[src/rtl/wsbus_glue_pkg.sv]
package wsbus_glue_pkg;
   typedef enum logic {PH_LOW = 1'b0, PH_HIGH = 1'b1} phase_e;

   function automatic int cnt_width(input int n);
      return (n < 1) ? 1 : $clog2(n + 1);
   endfunction
endpackage

[src/rtl/wsbus_glue_phase.sv]
module wsbus_glue_phase
   import wsbus_glue_pkg::*;
#(
   parameter int WAIT_CYCLES = 1
) (
   input  logic clk,
   input  logic rst,
   input  logic wait_req,
   output logic ph2
);
   localparam int CW = cnt_width(WAIT_CYCLES);

   phase_e ph_q;
   assign ph2 = (ph_q == PH_HIGH);

   generate
      if (WAIT_CYCLES == 0) begin : g_nostretch
         always_ff @(posedge clk) begin
            if (rst) ph_q <= PH_LOW;
            else     ph_q <= (ph_q == PH_HIGH) ? PH_LOW : PH_HIGH;
         end
      end else begin : g_stretch
         logic [CW-1:0] cnt_q;
         always_ff @(posedge clk) begin
            if (rst) begin
               ph_q  <= PH_LOW;
               cnt_q <= '0;
            end else if (ph_q == PH_LOW) begin
               ph_q  <= PH_HIGH;
               cnt_q <= wait_req ? CW'(WAIT_CYCLES) : '0;
            end else if (cnt_q != '0) begin
               cnt_q <= cnt_q - 1'b1;
            end else begin
               ph_q  <= PH_LOW;
            end
         end

         // the stretch ends once the count has run out
         p_stretch_end_r7: assert property (@(posedge clk) disable iff (rst)
            (ph2 && cnt_q == '0) |=> !ph2);
         // the count never exceeds the configured length
         p_cnt_bound_r7: assert property (@(posedge clk) disable iff (rst)
            cnt_q <= CW'(WAIT_CYCLES));
      end
   endgenerate

   // the low phase always lasts one cycle
   p_low_single_r2: assert property (@(posedge clk) disable iff (rst)
      !ph2 |=> ph2);
endmodule

[src/rtl/wsbus_glue_decode.sv]
module wsbus_glue_decode #(
   parameter int                AW    = 16,
   parameter int                N_CS  = 3,
   parameter logic [N_CS*AW-1:0] MATCH = '0,
   parameter logic [N_CS*AW-1:0] MASK  = '0,
   parameter logic [N_CS-1:0]    SLOW  = '0
) (
   input  logic [AW-1:0]   addr,
   input  logic            valid,
   output logic [N_CS-1:0] sel,
   output logic            slow_hit
);
   logic [N_CS-1:0] hit;

   for (genvar i = 0; i < N_CS; i++) begin : g_win
      assign hit[i] = ((addr & MASK[i*AW +: AW]) == MATCH[i*AW +: AW]);
   end

   always_comb begin
      logic taken;
      taken = 1'b0;
      sel   = '0;
      for (int i = 0; i < N_CS; i++) begin
         if (hit[i] && !taken && valid) begin
            sel[i] = 1'b1;
            taken  = 1'b1;
         end
      end
   end

   assign slow_hit = |(sel & SLOW);
endmodule

[src/rtl/wsbus_glue.sv]
module wsbus_glue #(
   parameter int                AW          = 16,
   parameter int                BW          = 8,
   parameter int                N_CS        = 3,
   parameter int                WAIT_CYCLES = 1,
   parameter logic [N_CS*AW-1:0] CS_MATCH   = {16'h0000, 16'hE000, 16'hC000},
   parameter logic [N_CS*AW-1:0] CS_MASK    = {16'h8000, 16'hE000, 16'hFF00},
   parameter logic [N_CS-1:0]    CS_SLOW    = 3'b011
) (
   input  logic            clk,
   input  logic            rst,
   input  logic            vda,
   input  logic            vpa,
   input  logic            rwb,
   input  logic [AW-1:0]   addr,
   input  logic [BW-1:0]   data_in,
   output logic            ph2,
   output logic [BW-1:0]   bank,
   output logic [N_CS-1:0] cs_n,
   output logic            wse_n,
   output logic            rd_n,
   output logic            wd_n,
   output logic            xcvr_en_n,
   output logic            xcvr_dir
);
   generate
      if (N_CS < 1)        begin : g_bad_ncs  $error("N_CS must be at least 1");       end
      if (AW < 1)          begin : g_bad_aw   $error("AW must be positive");           end
      if (BW < 1)          begin : g_bad_bw   $error("BW must be positive");           end
      if (WAIT_CYCLES < 0) begin : g_bad_wait $error("WAIT_CYCLES must not be negative"); end
   endgenerate

   logic            valid;
   logic [N_CS-1:0] sel;
   logic            slow_hit;
   logic            active;

   assign valid = vda | vpa;

   wsbus_glue_decode #(
      .AW(AW), .N_CS(N_CS), .MATCH(CS_MATCH), .MASK(CS_MASK), .SLOW(CS_SLOW)
   ) u_dec (
      .addr(addr), .valid(valid), .sel(sel), .slow_hit(slow_hit)
   );

   assign cs_n  = ~sel | {N_CS{rst}};
   assign wse_n = ~slow_hit | rst;

   wsbus_glue_phase #(.WAIT_CYCLES(WAIT_CYCLES)) u_ph (
      .clk(clk), .rst(rst), .wait_req(~wse_n), .ph2(ph2)
   );

   always_ff @(posedge clk) begin
      if (rst)       bank <= '0;
      else if (!ph2) bank <= data_in;
   end

   assign active    = ph2 & valid & ~rst;
   assign rd_n      = ~(active & rwb);
   assign wd_n      = ~(active & ~rwb);
   assign xcvr_en_n = ~active;
   assign xcvr_dir  = rwb;

   // the transceiver opens only in the high phase
   p_xcvr_high_r9: assert property (@(posedge clk) disable iff (rst)
      !xcvr_en_n |-> ph2);
   // a dead cycle selects nothing and requests no wait
   p_dead_quiet_r5: assert property (@(posedge clk) disable iff (rst)
      !valid |-> (&cs_n && wse_n));
   // at most one select at a time
   p_cs_onehot_r4: assert property (@(posedge clk) disable iff (rst)
      $onehot0(~cs_n));
   // a wait request always comes with a select
   p_wse_with_cs_r6: assert property (@(posedge clk) disable iff (rst)
      !wse_n |-> !(&cs_n));
   // read and write strobes never overlap
   p_strobe_excl_r8: assert property (@(posedge clk) disable iff (rst)
      !rd_n |-> wd_n);
   // the bank byte holds while ph2 is high
   p_bank_hold_r3: assert property (@(posedge clk) disable iff (rst)
      ph2 |=> $stable(bank));
endmodule

[config.mk]
export PLATFORM = sky130hd
export DESIGN_NAME = wsbus_glue
export DESIGN_NICKNAME = d
export VERILOG_FILES = /design/src/rtl/wsbus_glue_pkg.sv /design/src/rtl/wsbus_glue_phase.sv /design/src/rtl/wsbus_glue_decode.sv /design/src/rtl/wsbus_glue.sv
export SDC_FILE = /design/constraint.sdc
export NUM_CORES = 1
export LEC_CHECK = 0
export BUFFER_PORTS_ARGS = -buffer_cell sky130_fd_sc_hd__buf_4
export CORE_MARGIN = 3
export CORE_UTILIZATION = 32
export CTS_CLUSTER_SIZE = 20
export DETAILED_ROUTE_END_ITERATION = 16
export PLACE_DENSITY = 0.75
export SETUP_SLACK_MARGIN = 0.05
export SLEW_MARGIN = 20
export SYNTH_ARGS = -nofsm -noshare
export SYNTH_HDL_FRONTEND = slang
export SYNTH_SLANG_ARGS = --single-unit
[constraint.sdc]
create_clock -name clk -period 1.47 [get_ports clk]
set_input_delay 0.2205 -clock clk [delete_from_list [all_inputs] [get_ports clk]]
set_output_delay 0.2205 -clock clk [all_outputs]
set_load 0.02 [all_outputs]
Word-level counts from Yosys, hierarchy flattened --
Index checks and enable logic that the tools add are counted.
Storage, ports and cells: RAM bits 0, input port bits 29, register bits 10, memories kept 0, output and inout bits 17, word-level logic and storage cells 38, bits in read-only memories 0, bits in latches 0
Operators by class: equality and inequality tests 2, order comparisons 0, bitwise gates (word level) 14, mux-type cells 9, reduce and logical (&&, ||, !) cells 9, div/mod/pow operators 0, add/subtract/negate cells 1, shift operators 0, multiply operators 0
Operators by type and width (count):
- logical NOT 16 bit | 1
- 2-to-1 mux 1 bit | 9
- == test 8 bit, second input constant | 1
- NOT 1 bit | 6
- logical AND 1 bit | 5
- AND 1 bit | 4
- == test 3 bit, second input constant | 1
- NOT 3 bit | 1
- OR 3 bit | 1
- logical NOT 1 bit | 2
- OR 1 bit | 2
- OR reduction 2 bit | 1
- subtractor 1 bit, second input constant | 1

Longest topological paths before layout --
Gate-level depths: netlist of the first run.
word-level depth 13, mapped depth 4, mapped depth without buffers 3

Modules after synthesis --
From an unflattened synthesis of the first run, not the netlist that was laid out.
Unflattened totals: cell total of the unflattened synthesis 49, area total of the unflattened synthesis 474.2 µm²
By module, submodules not included:
- wsbus_glue | seq. area each 160.2 µm², cells each 37, times used 1, area each 355.3 µm²
- wsbus_glue_phase | seq. area each 40.0 µm², cells each 5, times used 1, area each 61.3 µm²
- wsbus_glue_decode | seq. area each 0.0 µm², cells each 7, times used 1, area each 57.6 µm²

Worst setup path after synthesis of the first run --
Ideal clock, no wire load.
path kind input to output, from input addr[11], to output wse_n, data required time 1.250 ns, stages 3, path slack 0.122 ns, path buffers 0, arrival time 1.127 ns, path through or4_4 > nor3_4 > o21ai_0
Between the ends: longest elaborated chain between the ends 10
RTL lines:
- start, declared | RTL line wsbus_glue.sv:15 | input logic [AW-1:0] addr,
- == test 8 bit * | RTL line wsbus_glue_decode.sv:16 | assign hit[i] = ((addr & MASK[i*AW +: AW]) == MATCH[i*AW +: AW]);
- logical AND 1 bit * | RTL line wsbus_glue_decode.sv:24 | if (hit[i] && !taken && valid) begin
- 2-to-1 mux 1 bit * | RTL line wsbus_glue_decode.sv:24
- logical NOT 1 bit | RTL line wsbus_glue_decode.sv:24
- logical AND 1 bit (2 in a row) | RTL line wsbus_glue_decode.sv:24
- 2-to-1 mux 1 bit | RTL line wsbus_glue_decode.sv:24
- OR reduction 2 bit * | RTL line wsbus_glue_decode.sv:31 | assign slow_hit = |(sel & SLOW);
- NOT 1 bit * | RTL line wsbus_glue.sv:47 | assign wse_n = ~slow_hit | rst;
- OR 1 bit * | RTL line wsbus_glue.sv:47
- end, declared | RTL line wsbus_glue.sv:20 | output logic wse_n,
Mark *: on every way between the ends. The rest lies on a longest branch, timed or not.

Worst setup path after layout of the first run --
Same ends and word-level chain as after synthesis.

==> impl_metrics.py, run 1 <==
metrics = {
    "synthesis": {
        "syn_inst": 44,
        "async_flop_share": 0,
        "seq_area_frac_synth": 0.468,
        "synth_nets": 73,
        "synth.distinct_cells": 17,
        "yosysMostFrequentCell": "dfxtp_1",
        "ys_warn_count": 0,
        "yosys-top-cells-count": "10 x dfxtp_1, 8 x mux2i_1, 8 x nor2_1, 3 x nand2_1",
        "ys_ff_latch": 10,
        "synth_edf_count": 0,
        "synthesis.area_um2": 428,
        "synth_area_per_cell_um2": 9.73,
        "yosysTopAreaCell": "dfxtp_1",
        "yosys_most_used_dff": "dfxtp_1",
        "yosys-top-cells-area": "dfxtp_1 47%, mux2i_1 19%, nor2_1 7.0%, nor3_4 3.8%, nand2_1 2.6%",
        "yosys.area.top_type_share": 0.468,
    },
    "run_status": {
        "status": "complete, but fails checks",
        "violations": "setup timing",
    },
    "setup_path": {
        "max_stage_delay_ns": 0.53,
        "crit_path_end_kind": "primary output",
        "r2r_cells": 3,
        "cp_slowest_cell": "or4_4",
        "r2r-end": "bank[6]",
        "cp.depth": 5,
        "critPathArrivalTime_ns": 1.26,
        "cp_top_family": "simple AND/OR/NAND/NOR gates",
        "crit_path_max_fanout": 3,
        "cp-endpoint": "wse_n",
        "cp_num_buf_inv": 2,
        "crit_start": "addr[11]",
        "cp_cell_sequence": "buf_6 > or4_4 > nor3_4 > o21ai_1 > buf_4",
        "worst-setup-path-type": "in -> out",
        "r2r_start": "u_ph.ph2",
        "cp-start-kind": "input port",
        "cp.required_ns": 1.25,
        "ff2ff_setup_slack_ns": 0.54,
    },
    "final_layout": {
        "postLayoutCellArea_um2": 778,
        "stdcell_count": 100,
        "post-route-util": 0.656,
        "nets": 117,
        "diodes": 0,
        "synthToLayoutAreaGrowth_pct": 81.9,
        "layout-drive-gt1-share": 0.570,
    },
    "clock_network": {
        "root_buffer": "clkbuf_4",
        "cts_tree": "built",
        "cts_max_level": 1,
        "clock_latency_ns": 0.25,
        "cts_sinks": 10,
        "numCtsBuffers": 3,
        "cts_buffer_depth": 2,
        "path_clk_slew_ns": 0.06,
        "postCtsHoldBufs": 0,
    },
    "drt": {
        "routedWlPerCell_um": 10.6,
        "drc_errors": 0,
        "via_count": 465,
        "via_per_inst": 4.65,
        "drt-pass1-iter-count": 3,
        "drt_wl_total_um": 1060,
        "drtIter0Drc": 4,
        "final_antenna_net_count": 0,
    },
    "power": {
        "p_leak_nw": 0.395,
        "power_density_mw_per_mm2": 822,
        "p_total_mw": 0.640,
        "vdd_ir_drop_max_uv": 444,
    },
    "sta": {
        "fmax_mhz": 677,
        "worstMarginPinSlew_ns": 0.177,
        "tns_ns": -0.00773,
        "finalCritPeriodShare": 1.01,
        "hold_slack_ns": 0.194,
        "rsz0062_at_grt": "yes",
        "hold_viol": 0,
        "setup_viol": 1,
        "slew_headroom": 0.882,
        "maxSlewViolCount": 0,
        "setup_ws_ns": -0.00773,
        "min_period_ns": 1.48,
        "finalClockSkew_ns": 0.000260,
    },
    "place": {
        "dp_slack_ns": -0.0644,
        "gp_congestion": 0.619,
        "dpl_cell_area_um2": 728,
        "port_buffers": 37,
        "dp_cells": 95,
    },
    "global_routing": {
        "grt_usage": 0.128,
        "antenna_found_initial": 0,
        "grt_pass1_vias": 415,
        "gr-total-overflow": 0,
        "grt_pass1_wl_um": 1730,
        "grt_max_degree": 11,
    },
    "min_path": {
        "hp-class": "in -> reg",
        "min_from": "rst",
    },
    "die": {
        "die_w_um": 42.6,
        "die_h_um": 42.6,
        "start_util": 0.361,
        "core_area_mm2": 0.00119,
        "die-area_mm2": 0.00181,
        "fp-row-count": 12,
        "io_pins": 46,
    },
    "job": {
        "maxCapViolations": 0,
    },
}
metal layers:
| metal | vias to the layer above | share of wire | GRT usage |
|---|---|---|---|
| met4 | 0 | 0.020 | 0.0932 |
| met5 | - | 0 | 0 |
| met1 | 210 | 0.36 | 0.144 |
| met2 | 19 | 0.52 | 0.201 |
| met3 | 2 | 0.092 | 0.0386 |
| li1 | 234 | - | - |
timing repair:
action	4_1_cts	5_1_grt
hold endpoints to repair	0	0
setup buffers	1	1
pin swaps	1	0
gates resized for setup	4	1
endpoints found under the setup margin	2	3
where the power goes:
part           total (mW)  leakage (nW)  switching [mW]  internal (mW)
sequential          0.300        0.0830          0.0109          0.290
combinational       0.165         0.298          0.0734         0.0920
clock               0.174        0.0138          0.0804         0.0939
total               0.640         0.395           0.165          0.475
worst register-to-register path: cells and delay by family, from the launching register on:
family	cells	cell delay, ns
DFF	1	0.38
muxes	1	0.20
buffers and inverters	1	0.20
and+or+nand+nor	1	0.05
worst min path at each step:
| stage | slack [ns] | to | cells past startpoint |
|---|---|---|---|
| global route | 0.20 | u_ph.ph2 | 2 |
| finish | 0.19 | u_ph.ph2 | 2 |
| detailed placement | 0.43 | u_ph.ph2 | 2 |
| CTS | 0.19 | u_ph.ph2 | 2 |
| floorplan | 0.36 | bank[0] | 2 |
| global placement | 0.42 | u_ph.ph2 | 2 |
cells in the final DEF (no fill, tap or decap), drive strengths merged:
| master | count |
|---|---|
| a21oi | 1 |
| and3 | 1 |
| buf | 42 |
| clkbuf | 3 |
| dfxtp | 10 |
| inv | 2 |
| mux2i | 8 |
| nand2 | 3 |
| nand2b | 1 |
| nand3 | 1 |
| nor2 | 8 |
| nor3 | 1 |
| o211a | 1 |
| o21ai | 1 |
| o21ba | 1 |
| or2 | 1 |
| or4 | 1 |
logic make-up (layout without fill, tap and decap cells):
family	Yosys count	after routing	share of synthesized area
multiplexers	8	8	0.187
flip-flops	10	10	0.468
buffers and inverters	5	47	0.0585
AO/OA/AOI/OAI	4	4	0.0702
AND/OR/NAND/NOR	17	17	0.216
layout make-up:
class / instances / area (um^2)
multi-input cells: 29 / 203
repair buffers: 42 / 327
fillers: 99 / 408
clock buffers: 3 / 22.5
flip-flops and latches: 10 / 201
well taps: 14 / 17.5
inverters: 2 / 7.51
flip-flops by register name (all words and copies together), names as in the netlist:
name and cells:
bank 8, u_ph.g_stretch.cnt_q 1, u_ph.ph2 1
No activity file was read; power rests on OpenSTA's default activity.
==> run 2, diff against run 1 <==
--- a/config.mk
+++ b/config.mk
@@ -8,9 +8,11 @@
 export BUFFER_PORTS_ARGS = -buffer_cell sky130_fd_sc_hd__buf_4
 export CORE_MARGIN = 3
 export CORE_UTILIZATION = 32
+export CTS_CLUSTER_DIAMETER = 30
 export CTS_CLUSTER_SIZE = 20
 export DETAILED_ROUTE_END_ITERATION = 16
 export PLACE_DENSITY = 0.75
+export RECOVER_POWER = 50
 export SETUP_SLACK_MARGIN = 0.05
 export SLEW_MARGIN = 20
 export SYNTH_ARGS = -nofsm -noshare
==> run 2 against run 1 <==
The flow still finishes with violations (setup timing). Cell area shrank 5.0%. Sequential share of layout area grew 1.2 points. Cell count is the same. Fmax is essentially flat. Non-clock buffer count is the same. Via count shrank 1.1%. First-iteration DRC count is the same. Die area is the same. Largest cell class unchanged. Highest routed layer unchanged.
==> impl_metrics.py, run 2 (same netlist as run 1, synthesis figures left out) <==
metrics = {
    "sta": {
        "min_period_ns": 1.48,
        "rsz0062_at_grt": "yes",
        "slew_headroom": 0.677,
        "hold_viol": 0,
        "tns_ns": -0.00867,
        "setup_ws_ns": -0.00867,
        "maxSlewViolCount": 0,
        "finalClockSkew_ns": 0.00217,
        "setup_viol": 1,
        "finalCritPeriodShare": 1.01,
        "worstMarginPinSlew_ns": 0.484,
        "fmax_mhz": 676,
    },
    "clock_network": {
        "cts_sinks": 10,
        "cts_max_level": 1,
        "root_buffer": "clkbuf_4",
        "cts_tree": "built",
        "clock_latency_ns": 0.26,
        "numCtsBuffers": 3,
        "path_clk_slew_ns": 0.06,
        "cts_buffer_depth": 2,
    },
    "place": {
        "dp_cells": 95,
        "dp_slack_ns": -0.0644,
        "gp_congestion": 0.619,
        "port_buffers": 37,
        "dpl_cell_area_um2": 728,
    },
    "setup_path": {
        "cp.required_ns": 1.25,
        "r2r-end": "bank[1]",
        "crit_path_max_fanout": 3,
        "r2r_start": "u_ph.ph2",
        "worst-setup-path-type": "in -> out",
        "ff2ff_setup_slack_ns": 0.22,
        "r2r_cells": 3,
        "critPathArrivalTime_ns": 1.26,
        "crit_path_end_kind": "primary output",
        "cp-start-kind": "input port",
    },
    "global_routing": {
        "gr-total-overflow": 0,
        "antenna_found_initial": 0,
        "grt_pass1_vias": 415,
        "grt_usage": 0.128,
        "grt_max_degree": 11,
        "grt_pass1_wl_um": 1730,
    },
    "power": {
        "p_switching_mw": 0.167,
        "p_int_mw": 0.460,
        "power_density_mw_per_mm2": 848,
        "clkPwrFrac": 0.282,
        "vdd_ir_drop_max_uv": 411,
        "p_leak_nw": 0.355,
        "pwr-share-comb": 0.240,
        "seq_power_share": 0.478,
        "swShare": 0.266,
        "p_total_mw": 0.627,
    },
    "drt": {
        "routedWlPerCell_um": 10.8,
        "drtIter0Drc": 4,
        "via_count": 460,
        "drt-pass1-iter-count": 4,
        "drc_errors": 0,
        "via_per_inst": 4.60,
        "drt_wl_total_um": 1080,
        "final_antenna_net_count": 0,
    },
    "final_layout": {
        "most-common-layout-cells": "29 x buf_4, 10 x dfxtp_1, 10 x clkbuf_1, 8 x mux2i_1, 8 x nor2_1",
        "diodes": 0,
        "synthToLayoutAreaGrowth_pct": 72.8,
        "layout-drive-gt1-share": 0.442,
        "regMostFlops": "bank",
        "postLayoutCellArea_um2": 739,
        "n_fill_cell": 112,
        "final_common_cell": "buf_4",
        "largest_reg_flops": 8,
        "nets": 117,
        "stdcell_count": 100,
    },
    "min_path": {
        "min_to": "bank[2]",
        "hold_depth": 3,
        "min_from": "data_in[2]",
        "hp-class": "in -> reg",
    },
    "die": {
        "io_pins": 46,
        "die_h_um": 42.6,
        "core_area_mm2": 0.00119,
        "start_util": 0.361,
        "die_w_um": 42.6,
        "die-area_mm2": 0.00181,
        "fp-row-count": 12,
    },
    "run_status": {
        "status": "complete, but fails checks",
        "violations": "setup timing",
    },
    "job": {
        "maxCapViolations": 0,
    },
}
-- run 2: changes by cell type in the layout (fill, tap and decap cells not counted), sizes merged --
cell / delta
clkbuf: +10
buf: -10
-- run 2: worst max path at each step --
stage,startpoint,end,cells after the start
5_1_grt,addr[11],wse_n,5
3_5_place_dp,addr[11],wse_n,5
3_3_place_gp,addr[11],wse_n,5
4_1_cts,addr[11],wse_n,5
6_report,addr[11],wse_n,5
2_1_floorplan,addr[11],wse_n,3
-- run 2: metal layers --
layer	GRT usage	routed length [um]	vias up
met1	0.144	392	207
met2	0.201	564	19
met5	0	0	-
li1	-	-	232
met3	0.0386	98	2
met4	0.0932	21	0
-- run 2: layout make-up --
type,count,area (um^2),share of cell area
clock buffer,3,22.5,0.0305
inverter,2,7.51,0.0102
multi-input combinational,29,203,0.274
sequential,10,200,0.271
tap,14,17.5,0.0237
timing repair buffer,42,289,0.391
-- run 2: through the flow --
| stage | util | hold WS, ns |
|---|---|---|
| after floorplan | - | 0.364 |
| after global placement | 0.614 | 0.419 |
| after detailed placement | 0.614 | 0.428 |
| after CTS | 0.649 | 0.192 |
| after global routing | 0.623 | 0.208 |
| final | 0.623 | 0.194 |
-- run 2: critical path, cell delays in order --
cell and delay (ns):
buf_6 0.09, or4_4 0.53, nor3_4 0.16, o21ai_1 0.09
buf_4 0.16
-- run 2: power groups by stage --
stage          clock network [mW]  registers [mW]  logic [mW]
2_1_floorplan                   0           0.325      0.0566
3_3_place_gp                    0           0.305       0.162
3_5_place_dp                    0           0.306       0.164
4_1_cts                     0.183           0.300       0.167
5_1_grt                     0.200           0.303       0.165
6_report                    0.177           0.300       0.150
-- run 2: timing repair --
item | CTS | global route
setup buffers | 1 | 1
pin swaps | 1 | 0
hold buffers | 0 | 0
endpoints found under the setup margin | 2 | 3
cloned | 0 | 0
gates resized for setup | 4 | 1
==> run 3, diff against run 2 <==
--- a/config.mk
+++ b/config.mk
@@ -5,16 +5,18 @@
 export SDC_FILE = /design/constraint.sdc
 export NUM_CORES = 1
 export LEC_CHECK = 0
+export ABC_AREA = 1
 export BUFFER_PORTS_ARGS = -buffer_cell sky130_fd_sc_hd__buf_4
 export CORE_MARGIN = 3
-export CORE_UTILIZATION = 32
+export CORE_UTILIZATION = 33
 export CTS_CLUSTER_DIAMETER = 30
 export CTS_CLUSTER_SIZE = 20
 export DETAILED_ROUTE_END_ITERATION = 16
-export PLACE_DENSITY = 0.75
+export PLACE_DENSITY = 0.76
 export RECOVER_POWER = 50
 export SETUP_SLACK_MARGIN = 0.05
 export SLEW_MARGIN = 20
 export SYNTH_ARGS = -nofsm -noshare
 export SYNTH_HDL_FRONTEND = slang
 export SYNTH_SLANG_ARGS = --single-unit
+export TNS_END_PERCENT = 50
==> run 3 against run 2 <==
The flow now finishes without violations. Worst hold slack lost 0.082 ns. Combinational power rose by 8%. Sequential power about the same. Register-to-register slack improved by 0.18 ns. Via count rose by 18%. Total power up 2.7%. Setup slack improved by 0.13 ns. Synthesized area increased by 4.7%. Die area grew 1.3%. First-iteration DRC count grew to 4.0 times the previous value. Clock skew is 0.00088 ns lower. Critical path type unchanged. Fmax is 10% higher.
==> impl_metrics.py, run 3 <==
metrics = {
    "run_status": {
        "status": "finished, final reports clean",
    },
    "drt": {
        "drc_errors": 0,
        "drtIter0Drc": 16,
        "routedWlPerCell_um": 11.2,
        "drt-pass1-iter-count": 4,
        "drt_wl_total_um": 1290,
        "final_antenna_net_count": 0,
        "via_per_inst": 4.70,
        "via_count": 541,
    },
    "synthesis": {
        "yosys.area.top_type_share": 0.447,
        "ys_warn_count": 0,
        "synth_nets": 91,
        "synthesis.area_um2": 448,
        "async_flop_share": 0,
        "synth_area_per_cell_um2": 7.22,
        "seq_area_frac_synth": 0.447,
        "synth.distinct_cells": 18,
        "yosys-top-cells-area": "dfxtp_1 45%, nor2_1 18%, o21ai_0 8.9%, nand3_1 3.4%, nand2_2 2.8%",
        "syn_inst": 62,
        "synth_edf_count": 0,
        "yosys_most_used_dff": "dfxtp_1",
        "yosysMostFrequentCell": "nor2_1",
        "yosys-top-cells-count": "22 x nor2_1, 10 x dfxtp_1, 8 x o21ai_0, 3 x nand3_1",
        "ys_ff_latch": 10,
        "yosysTopAreaCell": "dfxtp_1",
    },
    "sta": {
        "finalClockSkew_ns": 0.00129,
        "hold_slack_ns": 0.113,
        "setup_viol": 0,
        "hold_viol": 0,
        "rsz0062_at_grt": "no",
        "finalCritPeriodShare": 0.914,
        "tns_ns": 0,
        "min_period_ns": 1.34,
        "worstMarginPinSlew_ns": 0.325,
        "maxSlewViolCount": 0,
        "slew_headroom": 0.784,
        "fmax_mhz": 744,
    },
    "final_layout": {
        "layout-drive-gt1-share": 0.376,
        "nets": 132,
        "diodes": 0,
        "synthToLayoutAreaGrowth_pct": 61.5,
        "most-common-layout-cells": "28 x buf_4, 22 x nor2_1, 11 x clkbuf_1, 9 x dfxtp_1, 8 x o21ai_0",
        "final_common_cell": "buf_4",
        "regMostFlops": "bank",
        "largest_reg_flops": 8,
        "postLayoutCellArea_um2": 723,
    },
    "clock_network": {
        "root_buffer": "clkbuf_4",
        "cts_buffer_depth": 2,
        "clock_latency_ns": 0.26,
        "cts_sinks": 10,
        "cts_max_level": 1,
        "postCtsHoldBufs": 0,
        "cts_tree": "built",
        "path_clk_slew_ns": 0.06,
        "numCtsBuffers": 3,
    },
    "die": {
        "io_pins": 46,
        "die-area_mm2": 0.00184,
        "fp-row-count": 12,
        "start_util": 0.378,
        "core_area_mm2": 0.00119,
        "die_w_um": 42.8,
        "die_h_um": 42.8,
    },
    "global_routing": {
        "grt_usage": 0.149,
        "grt_max_degree": 10,
        "antenna_found_initial": 0,
        "grt_pass1_vias": 449,
        "grt_pass1_wl_um": 2040,
        "gr-total-overflow": 0,
    },
    "power": {
        "p_total_mw": 0.644,
        "p_int_mw": 0.458,
        "clkPwrFrac": 0.278,
        "vdd_ir_drop_max_uv": 481,
        "power_density_mw_per_mm2": 890,
        "p_leak_nw": 0.349,
        "swShare": 0.289,
        "p_switching_mw": 0.186,
        "pwr-share-comb": 0.251,
        "seq_power_share": 0.471,
    },
    "setup_path": {
        "crit_path_max_fanout": 8,
        "ff2ff_setup_slack_ns": 0.40,
        "cp.required_ns": 1.25,
        "crit_path_end_kind": "primary output",
        "cp-start-kind": "input port",
        "cp_slowest_cell": "clkbuf_1",
        "worst-setup-path-type": "in -> out",
        "r2r_cells": 4,
        "cp_cell_sequence": "buf_4 > inv_1 > clkbuf_1 > nand4_1 > buf_4",
        "critPathArrivalTime_ns": 1.12,
        "max_stage_delay_ns": 0.31,
        "r2r-end": "bank[7]",
        "crit_start": "rst",
        "r2r_start": "u_ph.ph2",
        "cpMostUsedCell": "buf_4",
    },
    "min_path": {
        "hold_depth": 2,
        "min_from": "rst",
        "hp-class": "in -> reg",
        "min_to": "u_ph.ph2",
    },
    "job": {
        "maxCapViolations": 0,
    },
    "place": {
        "port_buffers": 37,
        "dpl_cell_area_um2": 741,
        "gp_congestion": 0.738,
        "place_hpwl_um": 1000,
    },
}
run 3: layout make-up:
class	instances	area [um^2]
fill	134	463
timing repair buffer	39	251
multi-input combinational	44	210
sequential	10	201
clock buffer	3	22.5
inverter	5	20.0
tap	14	17.5
run 3: how the worst max path moves through the flow:
| stage | to | slack [ns] | depth (start not counted) |
|---|---|---|---|
| after detailed placement | wse_n | 0.34 | 6 |
| after global placement | wd_n | 0.34 | 5 |
| after floorplan | wd_n | 0.18 | 2 |
| after CTS | wd_n | 0.09 | 3 |
| after global routing | rd_n | 0.07 | 5 |
| final | cs_n[1] | 0.13 | 5 |
run 3: what timing repair did:
item                       CTS  global route
resized for setup            0             1
setup buffers                0             0
setup endpoints to repair    0             1
run 3: metrics by stage:
stage,worst slack (ns),instances,utilization
after global routing,0.0690,115,0.610
after floorplan,0.183,62,-
after CTS,0.0949,115,0.643
final,0.126,115,0.610
after detailed placement,0.337,112,0.624
after global placement,0.341,112,0.624
run 3: power groups by stage:
stage	Sequential (mW)	Clock (mW)	Combinational [mW]
2_1_floorplan	0.332	0	0.0624
3_3_place_gp	0.309	0	0.177
3_5_place_dp	0.309	0	0.180
4_1_cts	0.303	0.187	0.180
5_1_grt	0.307	0.201	0.177
6_report	0.303	0.179	0.162
run 3: cell families after synthesis:
family                 after synthesis  share of synthesized area
flip-flops                          10                      0.447
AND/OR/NAND/NOR                     35                      0.360
AO/OA/AOI/OAI                        9                      0.109
buffers and inverters                8                     0.0838
run 3: worst max-delay path, delay by kind of cell:
family | cells | cell delay (ns)
AND/OR/NAND/NOR | 1 | 0.14
buffers and inverters | 4 | 0.75
run 3: layer usage:
metal  part of all wire  up-vias  track usage
met5                  0        -            0
met3               0.12        4       0.0763
li1                   -      275            -
met2               0.47       25        0.228
met4              0.015        0       0.0559
met1               0.40      237        0.175
